--- src/rtl/hirq_pkg.sv ---
package hirq_pkg;
  localparam int HIRQ_AW = 3;

  localparam logic [HIRQ_AW-1:0] A_MASK  = 3'd0;
  localparam logic [HIRQ_AW-1:0] A_MSET  = 3'd1;
  localparam logic [HIRQ_AW-1:0] A_MCLR  = 3'd2;
  localparam logic [HIRQ_AW-1:0] A_PEEK  = 3'd3;
  localparam logic [HIRQ_AW-1:0] A_TAKE  = 3'd4;
  localparam logic [HIRQ_AW-1:0] A_ACK   = 3'd5;

  typedef struct packed {
    logic mask_wr;
    logic mask_set;
    logic mask_clr;
    logic ack;
    logic peek_rd;
    logic take_rd;
  } hirq_strobe_t;
endpackage

--- src/rtl/hirq_edge.sv ---
module hirq_edge #(
  parameter int NSRC = 16
) (
  input  logic            clk,
  input  logic            rst_n,
  input  logic [NSRC-1:0] src,
  output logic [NSRC-1:0] rise
);
  for (genvar i = 0; i < NSRC; i++) begin : g_bit
    logic seen_q;
    always_ff @(posedge clk or negedge rst_n) begin
      if (!rst_n) seen_q <= 1'b0;
      else        seen_q <= src[i];
    end
    assign rise[i] = src[i] & ~seen_q;
  end
endmodule

--- src/rtl/hirq_mask.sv ---
module hirq_mask #(
  parameter int              NSRC     = 16,
  parameter logic [NSRC-1:0] MASK_RST = NSRC'(1)
) (
  input  logic            clk,
  input  logic            rst_n,
  input  logic            wr_all,
  input  logic            wr_set,
  input  logic            wr_clr,
  input  logic [NSRC-1:0] wdata,
  output logic [NSRC-1:0] mask
);
  function automatic logic [NSRC-1:0] next_mask(
    input logic [NSRC-1:0] cur, input logic [NSRC-1:0] d,
    input logic all, input logic s, input logic c);
    logic [NSRC-1:0] r;
    r = cur;
    if (all) r = d;
    if (s)   r = r | d;
    if (c)   r = r & ~d;
    return r;
  endfunction

  always_ff @(posedge clk or negedge rst_n) begin
    if (!rst_n) mask <= MASK_RST;
    else        mask <= next_mask(mask, wdata, wr_all, wr_set, wr_clr);
  end


  mask_set_chk: assert property (@(posedge clk) disable iff (!rst_n)
    wr_set |=> ((mask & $past(wdata)) == $past(wdata)));

  mask_clr_chk: assert property (@(posedge clk) disable iff (!rst_n)
    wr_clr |=> ((mask & $past(wdata)) == '0));

  mask_keep_chk: assert property (@(posedge clk) disable iff (!rst_n)
    (wr_set || wr_clr) |=> ((mask & ~$past(wdata)) == ($past(mask) & ~$past(wdata))));
endmodule

--- src/rtl/hirq_status.sv ---
module hirq_status #(
  parameter int NSRC = 16
) (
  input  logic            clk,
  input  logic            rst_n,
  input  logic [NSRC-1:0] rise,
  input  logic            ack_en,
  input  logic [NSRC-1:0] ack_bits,
  input  logic            take_en,
  output logic [NSRC-1:0] status
);
  function automatic logic [NSRC-1:0] wipe_vec(
    input logic ack, input logic [NSRC-1:0] bits, input logic take);
    return (ack ? bits : '0) | (take ? '1 : '0);
  endfunction

  logic [NSRC-1:0] wipe;
  assign wipe = wipe_vec(ack_en, ack_bits, take_en);

  always_ff @(posedge clk or negedge rst_n) begin
    if (!rst_n) status <= '0;
    else        status <= (status & ~wipe) | rise;
  end


  set_wins_chk: assert property (@(posedge clk) disable iff (!rst_n)
    (|rise) |=> ((status & $past(rise)) == $past(rise)));

  ack_clear_chk: assert property (@(posedge clk) disable iff (!rst_n)
    ack_en |=> ((status & $past(ack_bits) & ~$past(rise)) == '0));

  take_clear_chk: assert property (@(posedge clk) disable iff (!rst_n)
    take_en |=> (status == $past(rise)));
endmodule

--- src/rtl/hirq_regport.sv ---
module hirq_regport
  import hirq_pkg::*;
#(
  parameter int NSRC = 16
) (
  input  logic               clk,
  input  logic               rst_n,
  input  logic               bus_sel,
  input  logic               bus_wr,
  input  logic [HIRQ_AW-1:0] bus_addr,
  input  logic [NSRC-1:0]    status,
  input  logic [NSRC-1:0]    mask,
  output hirq_strobe_t       strb,
  output logic [NSRC-1:0]    rdata,
  output logic               rvalid
);
  logic wr_go, rd_go, rd_void;

  assign wr_go = bus_sel & bus_wr;
  assign rd_go = bus_sel & ~bus_wr;

  always_comb begin
    strb          = '0;
    strb.mask_wr  = wr_go & (bus_addr == A_MASK);
    strb.mask_set = wr_go & (bus_addr == A_MSET);
    strb.mask_clr = wr_go & (bus_addr == A_MCLR);
    strb.ack      = wr_go & (bus_addr == A_ACK);
    strb.peek_rd  = rd_go & (bus_addr == A_PEEK);
    strb.take_rd  = rd_go & (bus_addr == A_TAKE);
  end

  assign rd_void = rd_go & (bus_addr != A_MASK) & (bus_addr != A_PEEK)
                         & (bus_addr != A_TAKE);

  function automatic logic [NSRC-1:0] read_mux(
    input logic [HIRQ_AW-1:0] a, input logic [NSRC-1:0] st,
    input logic [NSRC-1:0] mk);
    case (a)
      A_MASK:         return mk;
      A_PEEK, A_TAKE: return st;
      default:        return '0;
    endcase
  endfunction

  always_ff @(posedge clk or negedge rst_n) begin
    if (!rst_n) begin
      rdata  <= '0;
      rvalid <= 1'b0;
    end else begin
      rvalid <= rd_go;
      if (rd_go) rdata <= read_mux(bus_addr, status, mask);
    end
  end


  void_read_chk: assert property (@(posedge clk) disable iff (!rst_n)
    rd_void |=> (rdata == '0));

  rvalid_chk: assert property (@(posedge clk) disable iff (!rst_n)
    rd_go |=> rvalid);

  rvalid_idle_chk: assert property (@(posedge clk) disable iff (!rst_n)
    !rd_go |=> !rvalid);

  one_strobe_chk: assert property (@(posedge clk) disable iff (!rst_n)
    $onehot0(strb));
endmodule

--- src/rtl/hirq_unit.sv ---
module hirq_unit
  import hirq_pkg::*;
#(
  parameter int              NSRC     = 16,
  parameter logic [NSRC-1:0] MASK_RST = NSRC'(1)
) (
  input  logic               clk,
  input  logic               rst_n,
  input  logic               irq_active_low,
  input  logic [NSRC-1:0]    src_in,
  input  logic               bus_sel,
  input  logic               bus_wr,
  input  logic [HIRQ_AW-1:0] bus_addr,
  input  logic [NSRC-1:0]    bus_wdata,
  output logic [NSRC-1:0]    bus_rdata,
  output logic               bus_rvalid,
  output logic               host_irq
);
  hirq_strobe_t    strb;
  logic [NSRC-1:0] rise, status, mask;
  logic            pend_any, irq_q;

  hirq_edge #(.NSRC(NSRC)) u_edge (
    .clk(clk), .rst_n(rst_n), .src(src_in), .rise(rise));

  hirq_regport #(.NSRC(NSRC)) u_port (
    .clk(clk), .rst_n(rst_n), .bus_sel(bus_sel), .bus_wr(bus_wr),
    .bus_addr(bus_addr), .status(status), .mask(mask), .strb(strb),
    .rdata(bus_rdata), .rvalid(bus_rvalid));

  hirq_mask #(.NSRC(NSRC), .MASK_RST(MASK_RST)) u_mask (
    .clk(clk), .rst_n(rst_n), .wr_all(strb.mask_wr), .wr_set(strb.mask_set),
    .wr_clr(strb.mask_clr), .wdata(bus_wdata), .mask(mask));

  hirq_status #(.NSRC(NSRC)) u_status (
    .clk(clk), .rst_n(rst_n), .rise(rise), .ack_en(strb.ack),
    .ack_bits(bus_wdata), .take_en(strb.take_rd), .status(status));

  function automatic logic any_open(input logic [NSRC-1:0] st,
                                    input logic [NSRC-1:0] mk);
    return |(st & ~mk);
  endfunction

  assign pend_any = any_open(status, mask);

  always_ff @(posedge clk or negedge rst_n) begin
    if (!rst_n) irq_q <= 1'b0;
    else        irq_q <= pend_any;
  end

  assign host_irq = irq_q ^ irq_active_low;


  irq_follow_chk: assert property (@(posedge clk) disable iff (!rst_n)
    1'b1 |=> ((host_irq ^ irq_active_low) == $past(pend_any)));

  peek_keep_chk: assert property (@(posedge clk) disable iff (!rst_n)
    strb.peek_rd |=> (status == ($past(status) | $past(rise))));

  take_data_chk: assert property (@(posedge clk) disable iff (!rst_n)
    strb.take_rd |=> (bus_rdata == $past(status)));

  rise_set_chk: assert property (@(posedge clk) disable iff (!rst_n)
    (src_in != '0) |=> ((status | ~$past(rise)) == '1));
endmodule

--- config.mk ---
export PLATFORM = sky130hd
export DESIGN_NAME = hirq_unit
export DESIGN_NICKNAME = d
export VERILOG_FILES = /design/src/rtl/hirq_pkg.sv /design/src/rtl/hirq_edge.sv /design/src/rtl/hirq_mask.sv /design/src/rtl/hirq_status.sv /design/src/rtl/hirq_regport.sv /design/src/rtl/hirq_unit.sv
export SDC_FILE = /design/constraint.sdc
export NUM_CORES = 1
export LEC_CHECK = 0
export ABC_AREA = 1
export BUFFER_PORTS_ARGS = -buffer_cell sky130_fd_sc_hd__buf_4
export CORE_MARGIN = 2
export CORE_UTILIZATION = 45
export DETAILED_ROUTE_END_ITERATION = 8
export GPL_TIMING_DRIVEN = 0
export HOLD_SLACK_MARGIN = 0.06
export PLACE_DENSITY = 0.8
export SETUP_SLACK_MARGIN = 0.05
export SKIP_LAST_GASP = 1
export SLEW_MARGIN = 20
export SYNTH_ARGS = -nofsm -noshare
export SYNTH_HDL_FRONTEND = slang
export SYNTH_HIERARCHICAL = 1
export SYNTH_SLANG_ARGS = --single-unit
export TNS_END_PERCENT = 1
--- constraint.sdc ---
create_clock -name clk -period 0.9 [get_ports clk]
set_input_delay 0.09 -clock clk [delete_from_list [all_inputs] [get_ports clk]]
set_output_delay 0.09 -clock clk [all_outputs]
set_load 0.05 [all_outputs]
* Word level (Yosys, flattened, before mapping)
Index checks and enable logic that the tools add are counted.
Storage, ports and cells: register bits after elaboration 66, bits in latches 0, bits in writable memories 0, ROM bits 0, input port bits 40, output and inout bits 18, word-level logic and storage cells 85, memories 0
Cells by class: add/sub/neg operators 0, $mul 0, divide/modulo/power cells 0, $lt $le $gt $ge 0, eq/ne operators 5, shift-type cells 0, mux-type cells 6, bitwise logic cells 50, reductions and logical operators 3
Operators with widths (number):
- 16-bit 2-to-1 mux | 5
- 16-bit AND | 3
- 16-bit inverter | 3
- 16-bit bitwise OR | 3
- 16-bit case mux with 2 select lines | 1
- 1-bit AND | 23
- 1-bit inverter | 17
- 16-bit OR reduction | 1
- 3-bit by 2-bit equality test with 1-bit output (second input constant) | 2
- 3-bit equality test (second input constant) | 2
- 3-bit by 1-bit equality test with 1-bit output (second input constant) | 1
- 3-bit zero test | 1
- 2-bit OR reduction | 1
- 1-bit bitwise XOR | 1

* Logic depth before layout (Yosys ltp)
Gate-level depths: netlist of run 1.
depth after elaboration 8, depth in mapped cells 9, mapped depth without buffers 7

* By module
The synthesis of run 1 kept the hierarchy.
Modules (own cells, without submodules):
- hirq_regport | times used 1, cells an instance 137, area each 1007.2 sq um, sequential area each 425.4 sq um
- hirq_mask | times used 1, cells an instance 102, area each 800.8 sq um, sequential area each 401.6 sq um
- hirq_status | times used 1, cells an instance 84, area each 789.5 sq um, sequential area each 400.4 sq um
- hirq_edge | times used 1, cells an instance 48, area each 560.5 sq um, sequential area each 400.4 sq um
- hirq_unit | times used 1, cells an instance 53, area each 227.7 sq um, sequential area each 25.0 sq um

* Worst setup path after synthesis of run 1
OpenSTA, ideal clock, no wires.
kind input port to flip-flop, start point input port bus_addr[2], end point register u_mask.mask[10], setup time 0.123 ns, data arrival time 1.403 ns, data required time 0.777 ns, slack -0.625 ns, stages 8, buffers on the path 2, cells stage by stage inv_2 -> buf_2 -> nand3_1 -> nor3_1 -> inv_2 -> buf_6 -> nand2_1 -> a21oi_2
RTL lines:
- start, declared | RTL line hirq_unit.sv:13 | input logic [HIRQ_AW-1:0] bus_addr,
- end signal, assigned | RTL line hirq_mask.sv:26 | else mask <= next_mask(mask, wdata, wr_all, wr_set, wr_clr);
- end, declared | RTL line hirq_mask.sv:11 | output logic [NSRC-1:0] mask

* Worst setup path after layout of run 1
start point register irq_q, end point output port host_irq
Between the ends: cells in the longest elaborated chain, start to end 1
Ends and longest elaborated chain:
- start, declared | RTL line hirq_unit.sv:21 | logic pend_any, irq_q;
- start signal, assigned | RTL line hirq_unit.sv:48 | else irq_q <= pend_any;
- 1-bit bitwise XOR | RTL line hirq_unit.sv:51 | assign host_irq = irq_q ^ irq_active_low;
- end, declared | RTL line hirq_unit.sv:17 | output logic host_irq
Every way passes these cells.

==> summary.md, run 1 <==
| Metric | Value |
|---|---|
| Run status | complete, but fails checks |
| Failing checks | hold timing, setup timing |
| Reg2Reg Launch Point | u_mask/mask[0]$_DFF_PN1_ |
| Die X | 90.7 um |
| ANT cells | 0 |
| Nets | 565 |
| R2R depth | 5 |
| DRT Wirelength | 7900 um |
| Fin cells | 628 |
| Mapped Area | 3380 um2 |
| Clock Path Buffers | 2 |
| Commonest non-fill, non-tap cell in the layout | nand2_1 |
| Internal power | 5630 uW |
| Crit path arrival time | 1040 ps |
| Final worst-path cycle share | 1.25 |
| DR vias/cell | 4.74 |
| Area occupied by multi-input gates | 1300 um2 |
| Avg Inst Size Synth | 8.00 um2 |
| Gr usage total | 0.203 |
| Final hold violation count | 65 |
| Die area | 8220 um2 |
| Cell Rows | 31 |
| Setup crit end | host_irq |
| RePlAce Congestion | 0.882 |
| Ports | 58 |
| Proportion of layout cells with a drive suffix above 1 | 0.289 |
| TritonCTS clock tree | built |
| H-Tree Depth | 3 |
| Register clock-pin slew on the reported worst setup and hold paths | 70 ps |
| Critical path origin | irq_q$_DFF_PN0_ |
| Cts hold-fix bufs | 32 |
| Leak pwr | 0.00247 uW |
| Setup ws final | -226 ps |
| RR Endpoint | irq_q$_DFF_PN0_ |
| # DRC | 0 |
| Number of antenna violations at the first check in global routing | 0 |
| Crit Path Max Fanout | 1 |
| Worst Clk Skew | 9.22 ps |
| Worst hold slack | -151 ps |
| PortBufs | 57 |
| Highest attainable clock frequency | 0.888 GHz |
| CP required | 810 ps |
| Number of buffers created by CTS | 9 |
| Via count | 2,977 |
| FF+latch area | 1650 um2 |
| FILL cells | 615 |
| Core box area | 7250 um2 |
| Fin crit period | 1130 ps |
| Router iterations before antenna repair | 5 |
| Clk pwr share | 0.313 |
| Die height | 90.7 um |
| Routed WL per cell | 12.6 um |
| Largest net degree at the start of global routing | 67 |
| Layout overhead on the synthesized area | 34.9% |
| Worst-Skew Late Latency | 330 ps |
| Root Driver | clkbuf_8 |
| DR iter-0 viols | 311 |
| Crit path launch type | flop |
| Post-synthesis cell count | 423 |
| VDD IR-drop max | 1180 uV |
| Ys Warns | 6 |
| Seq pwr share | 0.451 |
| RSZ-0062 raised after global routing | true |
| Most frequent cells in the layout | nand2_1 (110), inv_1 (89), dfrtp_1 (65) |
| ANT nets after route | 0 |
| Final max-slew violation count | 0 |
| Max Cap Viol | 0 |
| Dpl cells | 579 |
| CTS sink cnt | 66 |
| Worst-Margin Slew | 802 ps |
| HPWL Detailed | 5290 um |
| CP endpoint kind | output port |
| Comb power frac | 0.236 |
| Switching Share | 0.313 |
| Power Dens Cells | 1800 nW/um2 |
| Fin util | 0.629 |
| Vias in the first global route | 2,923 |
| GRT Residual Overflow | 0 |
| Worst Path Class, Setup | flop to output port |
| Switch Pwr | 2570 uW |
| Hold Path Class | primary input to asynchronous set/reset pin |
| Initial core utilization | 0.466 |
| Final setup viols | 45 |
| Slew margin rel. | 0.465 |
| Mapped Nets | 463 |
| First-pass GRT wire length | 13,400 um |
| Flop2flop setup slack | -170 ps |
## power groups by stage
| stage | sequential [uW] | clock [uW] | combinational [uW] |
|---|---|---|---|
| 6_report | 3690 | 2560 | 1930 |
| 5_1_grt | 3740 | 2750 | 2140 |
| 4_1_cts | 3680 | 2610 | 1910 |
| 3_5_place_dp | 3730 | 0 | 1780 |
| 3_3_place_gp | 3710 | 0 | 1740 |
| 2_1_floorplan | 4020 | 0 | 827 |
## through the flow
step / cell area, um2 / hold WS, ps / setup WS (ps) / power [uW] / setup TNS (ps)
global placement: 4000 / 208 / -546 / 5450 / -16120
CTS: 4530 / -122 / -244 / 8200 / -6250
detailed placement: 4000 / 209 / -616 / 5520 / -17510
finish: 4560 / -151 / -226 / 8190 / -4150
global route: 4560 / -82.3 / -258 / 8620 / -7210
floorplan: 3450 / -206 / -189 / 4850 / -4160
## flip-flops by register name, indices dropped and copies added (netlist names)
register	count
u_port/rvalid	1
u_port/rdata	16
u_status/status	16
irq_q	1
u_mask/mask	16
u_edge/g_bit.seen_q	16
## final cells by class
cell class	instances	share of cell area
clock inverters	2	0.00768
well taps	99	0.0271
multi-input cells	251	0.285
inverters	92	0.0792
flip-flops and latches	66	0.362
repair buffers	91	0.168
clock buffers	13	0.0370
plain buffers	14	0.0340
## metal layers
metal	track usage	wire, um	vias up
met5	0	0	-
met2	0.323	3910	125
met3	0.0334	484	27
met4	0.136	291	0
li1	-	-	1474
met1	0.254	3220	1351
## timing repair
item                       CTS  global route
hold endpoints to repair   113            65
pin swaps                    0             1
setup endpoints to repair   52            55
gates resized for setup      2             4
setup buffers                0             2
## how the worst min path moves through the flow
stage / startpoint / end / slack (ps) / cells after the start
3_5_place_dp: src_in[5] / u_edge/g_bit[5].seen_q$_DFF_PN0_ / 210 / 1
3_3_place_gp: src_in[11] / u_edge/g_bit[11].seen_q$_DFF_PN0_ / 210 / 1
6_report: rst_n / u_edge/g_bit[1].seen_q$_DFF_PN0_ / -150 / 1
4_1_cts: rst_n / u_mask/mask[1]$_DFF_PN0_ / -120 / 1
5_1_grt: rst_n / u_edge/g_bit[1].seen_q$_DFF_PN0_ / -80 / 1
2_1_floorplan: rst_n / irq_q$_DFF_PN0_ / -210 / 0
## worst max-delay path, cell delays in order, from the launching register on
cell     delay, ps
dfrtp_1        400
xor2_2         140
buf_6          170
Power figures use the tool's default switching activity.
==> run 2, diff against run 1 <==
Settings changed: CORE_ASPECT_RATIO set to 0.5, PLACE_DENSITY 0.8 to 0.77.
Clock period 0.9 ns to 1.1 ns, I/O delays scaled along.
==> summary.md, run 2 (synthesis results as in run 1) <==
| Metric | Value |
|---|---|
| Register clock-pin slew on the reported worst setup and hold paths | 50 ps (-20 ps) |
| Highest attainable clock frequency | 0.874 GHz |
| GRT Residual Overflow | 0 (unchanged) |
| Final max-slew violation count | 0 (unchanged) |
| DR iter-0 viols | 222 (-29%) |
| Area occupied by multi-input gates | 1300 um2 (-0.19%) |
| DRT Wirelength | 8010 um (+1.4%) |
| Most frequent cells in the layout | nand2_1 (113), inv_1 (89), dfrtp_1 (65) |
| Final hold violation count | 0 (-100%) |
| Crit-path cells | xor2_2 > buf_6 |
| Max Cap Viol | 0 (unchanged) |
| Layout overhead on the synthesized area | 38.1% |
| Ports | 58 (unchanged) |
| Internal power | 5430 uW (-3.4%) |
| Hold Path Class | primary input to flop |
| Run status | complete, but fails checks |
| VDD IR-drop max | 748 uV (-37%) |
| Critical path origin | irq_q$_DFF_PN0_ |
| Worst Clk Skew | 3.59 ps (-5.64 ps) |
| Worst Path Class, Setup | flop to output port |
| R2R depth | 5 (unchanged) |
| Placed Area | 3960 um2 (-0.97%) |
| Clock Path Buffers | 2 (unchanged) |
| Number of buffers created by CTS | 9 (unchanged) |
| TritonCTS clock tree | built |
| Cell Rows | 22 (-29%) |
| FILL cells | 560 (-8.9%) |
| Worst-Margin Slew | 818 ps (+16.2 ps) |
| Slew margin rel. | 0.455 (-0.0108) |
| Crit path launch type | flop |
| Router iterations before antenna repair | 5 (unchanged) |
| Routed WL per cell | 12.8 um (+1.6%) |
| Seq pwr share | 0.394 (-0.057) |
| Switching Share | 0.294 (-0.0197) |
| RSZ-0062 raised after global routing | true |
| CP max stage delay | 390 ps (about the same) |
| Commonest non-fill, non-tap cell in the layout | nand2_1 |
| Initial core utilization | 0.464 (-0.00264) |
| Worst hold slack | 177 ps (+328 ps) |
| Failing checks | setup timing |
| Via count | 2,907 (-2.4%) |
| Fin crit period | 1140 ps |
| Setup ws final | -44.0 ps (+182 ps) |
| Largest net degree at the start of global routing | 67 (unchanged) |
| Design area | 4670 um2 (+2.3%) |
| RR Endpoint | irq_q$_DFF_PN0_ |
| PortBufs | 57 (unchanged) |
| Final worst-path cycle share | 1.04 |
| ANT cells | 0 (unchanged) |
| Vias in the first global route | 2,714 (-7.2%) |
| Crit Path Max Fanout | 1 (unchanged) |
| Final setup viols | 4 (-91%) |
| CP endpoint kind | output port |
| Core box area | 7290 um2 (+0.57%) |
| Clk pwr share | 0.404 (+0.091) |
| Leak pwr | 0.00252 uW (+2.0%) |
| Root Driver | clkbuf_16 |
| Switch Pwr | 2260 uW (-12%) |
| Gr usage total | 0.206 (+0.00270) |
| CP required | 990 ps (+180 ps) |
| Setup crit end | host_irq |
| FF+latch area | 1650 um2 (unchanged) |
| Die height | 65.3 um (-28%) |
| Reg2Reg Launch Point | u_mask/mask[0]$_DFF_PN1_ |
| H-Tree Depth | 3 (unchanged) |
| HPWL Detailed | 5380 um (+1.6%) |
| Number of antenna violations at the first check in global routing | 0 (unchanged) |
| Nets | 566 (+0.18%) |
| Crit path arrival time | 1030 ps (about the same) |
| Die area | 8270 um2 (+0.51%) |
| Flop2flop setup slack | 90 ps (+260 ps) |
| # DRC | 0 (unchanged) |
| First-pass GRT wire length | 13,100 um (-2.2%) |
| ANT nets after route | 0 (unchanged) |
| DR vias/cell | 4.64 (-2.2%) |
| Comb power frac | 0.203 (-0.033) |
| Slowest cell on crit path | dfrtp_1 |
| Power Dens Cells | 1650 nW/um2 (-8.2%) |
| Worst-Skew Late Latency | 330 ps (about the same) |
| CTS sink cnt | 66 (unchanged) |
| RePlAce Congestion | 0.841 (-4.6%) |
| Die X | 127 um (+40%) |
| Proportion of layout cells with a drive suffix above 1 | 0.288 (-0.00109) |
==> run 2: changes by cell type in the layout (fill, tap and decap cells not counted), sizes merged <==
| cell | change |
|---|---|
| clkbuf | -5 |
| bufinv | +1 |
| dlygate4sd3 | +1 |
| inv | +1 |
| buf | +2 |
| clkinvlp | +2 |
==> run 2: layout make-up <==
class	instances	share of cell area
clock buffer	10	0.0512
timing repair buffer	92	0.166
multi-input combinational	251	0.278
inverter	92	0.0745
sequential	66	0.354
buffer	14	0.0316
clock inverter	6	0.0190
tap	96	0.0257
==> run 2: worst min-delay path by stage <==
stage / cells past startpoint / start / to
2_1_floorplan: 0 / rst_n / irq_q$_DFF_PN0_
3_3_place_gp: 1 / src_in[11] / u_edge/g_bit[11].seen_q$_DFF_PN0_
3_5_place_dp: 1 / src_in[5] / u_edge/g_bit[5].seen_q$_DFF_PN0_
4_1_cts: 3 / bus_wr / u_port/rvalid$_DFF_PN0_
5_1_grt: 3 / bus_wr / u_port/rvalid$_DFF_PN0_
6_report: 3 / bus_wr / u_port/rvalid$_DFF_PN0_
==> run 2: power by group through the flow <==
stage               combinational (uW)  sequential [uW]  clock (uW)
floorplan                          672             3290           0
global placement                  1420             3050           0
detailed placement                1440             3060           0
CTS                               1550             3020        3150
global route                      1720             3060        3260
finish                            1560             3030        3110
==> run 2: per-stage QoR <==
step,utilization,setup slack [ps],TNS (ps),power (uW),cells
global placement,0.543,-409,-10930,4470,576
global route,0.640,-92.7,-5210,8040,627
finish,0.640,-44.0,-68.8,7690,627
floorplan,-,-85.9,-1010,3960,423
detailed placement,0.543,-421,-11290,4510,576
CTS,0.635,-56.1,-100,7710,625
==> run 2: critical path: cells and delay by family (launching register included) <==
kind                   cells  cell delay, ps
flip-flops                 1             390
buffers and inverters      1             170
XOR/XNOR                   1             140
==> run 2: timing repair <==
item                       in CTS  in global routing
pin swaps                       1                  1
buffers inserted                0                  2
hold buffers                   33                  0
hold endpoints to repair      107                  0
setup endpoints to repair      21                 94
gates resized for setup         3                  6
==> run 2: per-layer routing <==
layer / GRT usage / part of all wire
met1: 0.294 / 0.48
met2: 0.305 / 0.44
met3: 0.0643 / 0.060
met4: 0.0536 / 0.016
met5: 0 / 0
==> run 3, diff against run 2 <==
Settings changed: PLACE_DENSITY 0.77 to 0.78, SYNTH_HIERARCHICAL 1 to unset.
==> summary.md, run 3 <==
| Metric | Value |
|---|---|
| PortBufs | 57 (unchanged) |
| Fin crit period | 1140 ps (-7.08 ps) |
| # DRC | 0 (unchanged) |
| CTS sink cnt | 66 (unchanged) |
| Avg Inst Size Synth | 7.77 um2 (-2.8%) |
| Cell family with most CP delay | flip-flops |
| Power Dens Cells | 1710 nW/um2 (+3.5%) |
| Worst-Margin Slew | 832 ps (+13.5 ps) |
| Number of distinct library cells after synthesis | 16 |
| Vias in the first global route | 2,668 (-1.7%) |
| Worst Clk Skew | 3.96 ps (+0.375 ps) |
| GRT Residual Overflow | 0 (unchanged) |
| Failing checks | setup timing |
| Crit path arrival time | 1030 ps (about the same) |
| DRT Wirelength | 7850 um (-2.0%) |
| Crit path buf inv count | 1 (unchanged) |
| Via count | 2,855 (-1.8%) |
| Cell taking the most area after synthesis | dfrtp_1 |
| TritonCTS clock tree | built |
| Count leader, synth | nand3_1 |
| H-Tree Depth | 3 (unchanged) |
| R2R depth | 5 (unchanged) |
| Crit-path cells | xor2_2 > buf_6 |
| Post-synthesis cell count | 395 (-6.6%) |
| Die area | 7540 um2 (-8.8%) |
| DR iter-0 viols | 254 (+14%) |
| Most frequent cells in the layout | nand3_1 (85), nand2_1 (81), inv_1 (67) |
| Highest attainable clock frequency | 0.880 GHz (+0.62%) |
| CP max stage delay | 390 ps (about the same) |
| DR vias/cell | 4.92 (+6.2%) |
| Die height | 62.4 um (-4.4%) |
| Final hold violation count | 0 (unchanged) |
| Cell Rows | 21 (-4.5%) |
| Ys Warns | 0 (-6) |
| Yosys top cell area share | 0.530 |
| Nets | 523 (-7.6%) |
| ANT cells | 0 (unchanged) |
| Clock Path Buffers | 2 (unchanged) |
| Router iterations before antenna repair | 4 (-1) |
| Slowest cell on crit path | dfrtp_1 |
| Proportion of layout cells with a drive suffix above 1 | 0.182 (-0.106) |
| Placed Area | 3620 um2 (-8.7%) |
| CP endpoint kind | output port |
| CP Depth | 2 (unchanged) |
| Setup TNS Final | -36.9 ps (+31.9 ps) |
| Worst-Skew Late Latency | 330 ps (about the same) |
| Setup ws final | -36.9 ps (+7.08 ps) |
| Die X | 121 um (-4.6%) |
| RePlAce Congestion | 0.844 (+0.38%) |
| Leak pwr | 0.00217 uW (-14%) |
| Hold Path Class | primary input to flop |
| Layout overhead on the synthesized area | 33.6% |
| Final setup viols | 1 (-3) |
| Max Cap Viol | 0 (unchanged) |
| Synth Flop Type | dfrtp_1 |
| Register clock-pin slew on the reported worst setup and hold paths | 50 ps (about the same) |
| Post-synthesis sequential element count | 66 |
| Run status | complete, but fails checks |
| Design area | 4100 um2 (-12%) |
| Commonest non-fill, non-tap cell in the layout | nand3_1 |
| Core box area | 6650 um2 (-8.9%) |
| HPWL Detailed | 5180 um (-3.8%) |
| Final max-slew violation count | 0 (unchanged) |
| Routed WL per cell | 13.5 um (+5.9%) |
| ANT nets after route | 0 (unchanged) |
| Post-synthesis sequential area ratio | 0.539 |
| Ports | 58 (unchanged) |
| Fin cells | 580 (-7.5%) |
| Crit Path Max Fanout | 1 (unchanged) |
| Number of buffers created by CTS | 9 (unchanged) |
| Crit path launch type | flop |
| Final worst-path cycle share | 1.03 (-0.00643) |
| Initial core utilization | 0.462 (-0.00194) |
| First-pass GRT wire length | 12,800 um (-2.7%) |
| Largest net degree at the start of global routing | 67 (unchanged) |
| Fraction of registers with async set/reset | 1.00 |
| Mapped Nets | 435 (-6.0%) |
| Root Driver | clkbuf_16 |
| RSZ-0062 raised after global routing | true |
| EDFF count, synth | 0 |
| VDD IR-drop max | 1020 uV (+37%) |
| Synth area leaders | dfrtp_1 (53%), nand3_1 (14%), nand2_1 (9.9%) |
| Gr usage total | 0.221 (+0.0151) |
| Dpl cells | 544 (-5.6%) |
| Worst Path Class, Setup | flop to output port |
| Fin util | 0.617 (-0.0235) |
| Commonest cells in the netlist | nand3_1 (87), nand2_1 (81), inv_1 (67), dfrtp_1 (65), nor2_1 (37) |
| Number of antenna violations at the first check in global routing | 0 (unchanged) |
| CP required | 990 ps (about the same) |
| Slew margin rel. | 0.446 (-0.00897) |
| Hold Path Depth | 3 (unchanged) |
| Mapped Area | 3070 um2 (-9.2%) |
[run 3: through the flow]
stage	total power, uW	hold slack, ps	setup WS, ps
after floorplan	3840	-186	116
after global placement	4350	228	-321
after detailed placement	4390	230	-329
after CTS	7010	63.5	-53.8
after global routing	7300	72.2	-61.2
final	6990	70.5	-36.9
[run 3: tightest hold or removal path, cell delays in order]
cell and delay (ps):
buf_4 120, nand3_1 70, a21oi_1 60
[run 3: cell type report]
| class | instances | area (um2) |
|---|---|---|
| Fill cell | 584 | 2550 |
| Sequential cell | 66 | 1650 |
| Multi-Input combinational cell | 246 | 1110 |
| Timing Repair Buffer | 77 | 632 |
| Inverter | 69 | 259 |
| Clock buffer | 13 | 250 |
| Tap cell | 92 | 115 |
| Buffer | 14 | 63.8 |
| Clock inverter | 3 | 15.0 |
[run 3: cells by family after synthesis]
| family | synth area share |
|---|---|
| AND/OR/NAND/NOR | 0.296 |
| buffers and inverters | 0.105 |
| flip-flops | 0.539 |
| AO/OA/AOI/OAI | 0.0571 |
| XOR/XNOR | 0.00285 |
[run 3: final timing paths]
kind                                                  start                      endpoint  slack, ps
setup / recovery                            irq_q$_DFF_PN0_                      host_irq        -40
hold / removal                                 bus_wdata[8]      u_mask.mask[8]$_DFF_PN0_         70
setup reg to reg                   u_mask.mask[0]$_DFF_PN1_               irq_q$_DFF_PN0_         70
hold reg to reg            u_edge.g_bit[8].seen_q$_DFF_PN0_  u_status.status[8]$_DFF_PN0_        470
max in group asynchronous                             rst_n  u_status.status[4]$_DFF_PN0_        130
min in group asynchronous                             rst_n  u_status.status[6]$_DFF_PN0_        390
[run 3: layer usage]
metal / part of all wire / global-route usage
met4: 0.017 / 0.0799
met5: 0 / 0
met1: 0.44 / 0.285
met3: 0.070 / 0.0693
met2: 0.47 / 0.355
[run 3: report_power, final]
part | switching [uW] | total, uW | internal, uW
clock network | 984 | 2560 | 1570
registers | 235 | 2980 | 2750
logic | 919 | 1450 | 529
[run 3: repair_timing]
item                                    4_1_cts  5_1_grt
endpoints found under the setup margin       11       96
hold buffers                                 20        0
setup buffers                                 0        0
hold endpoints to repair                    100        0
cloned                                        0        0
gates resized for setup                       1        2
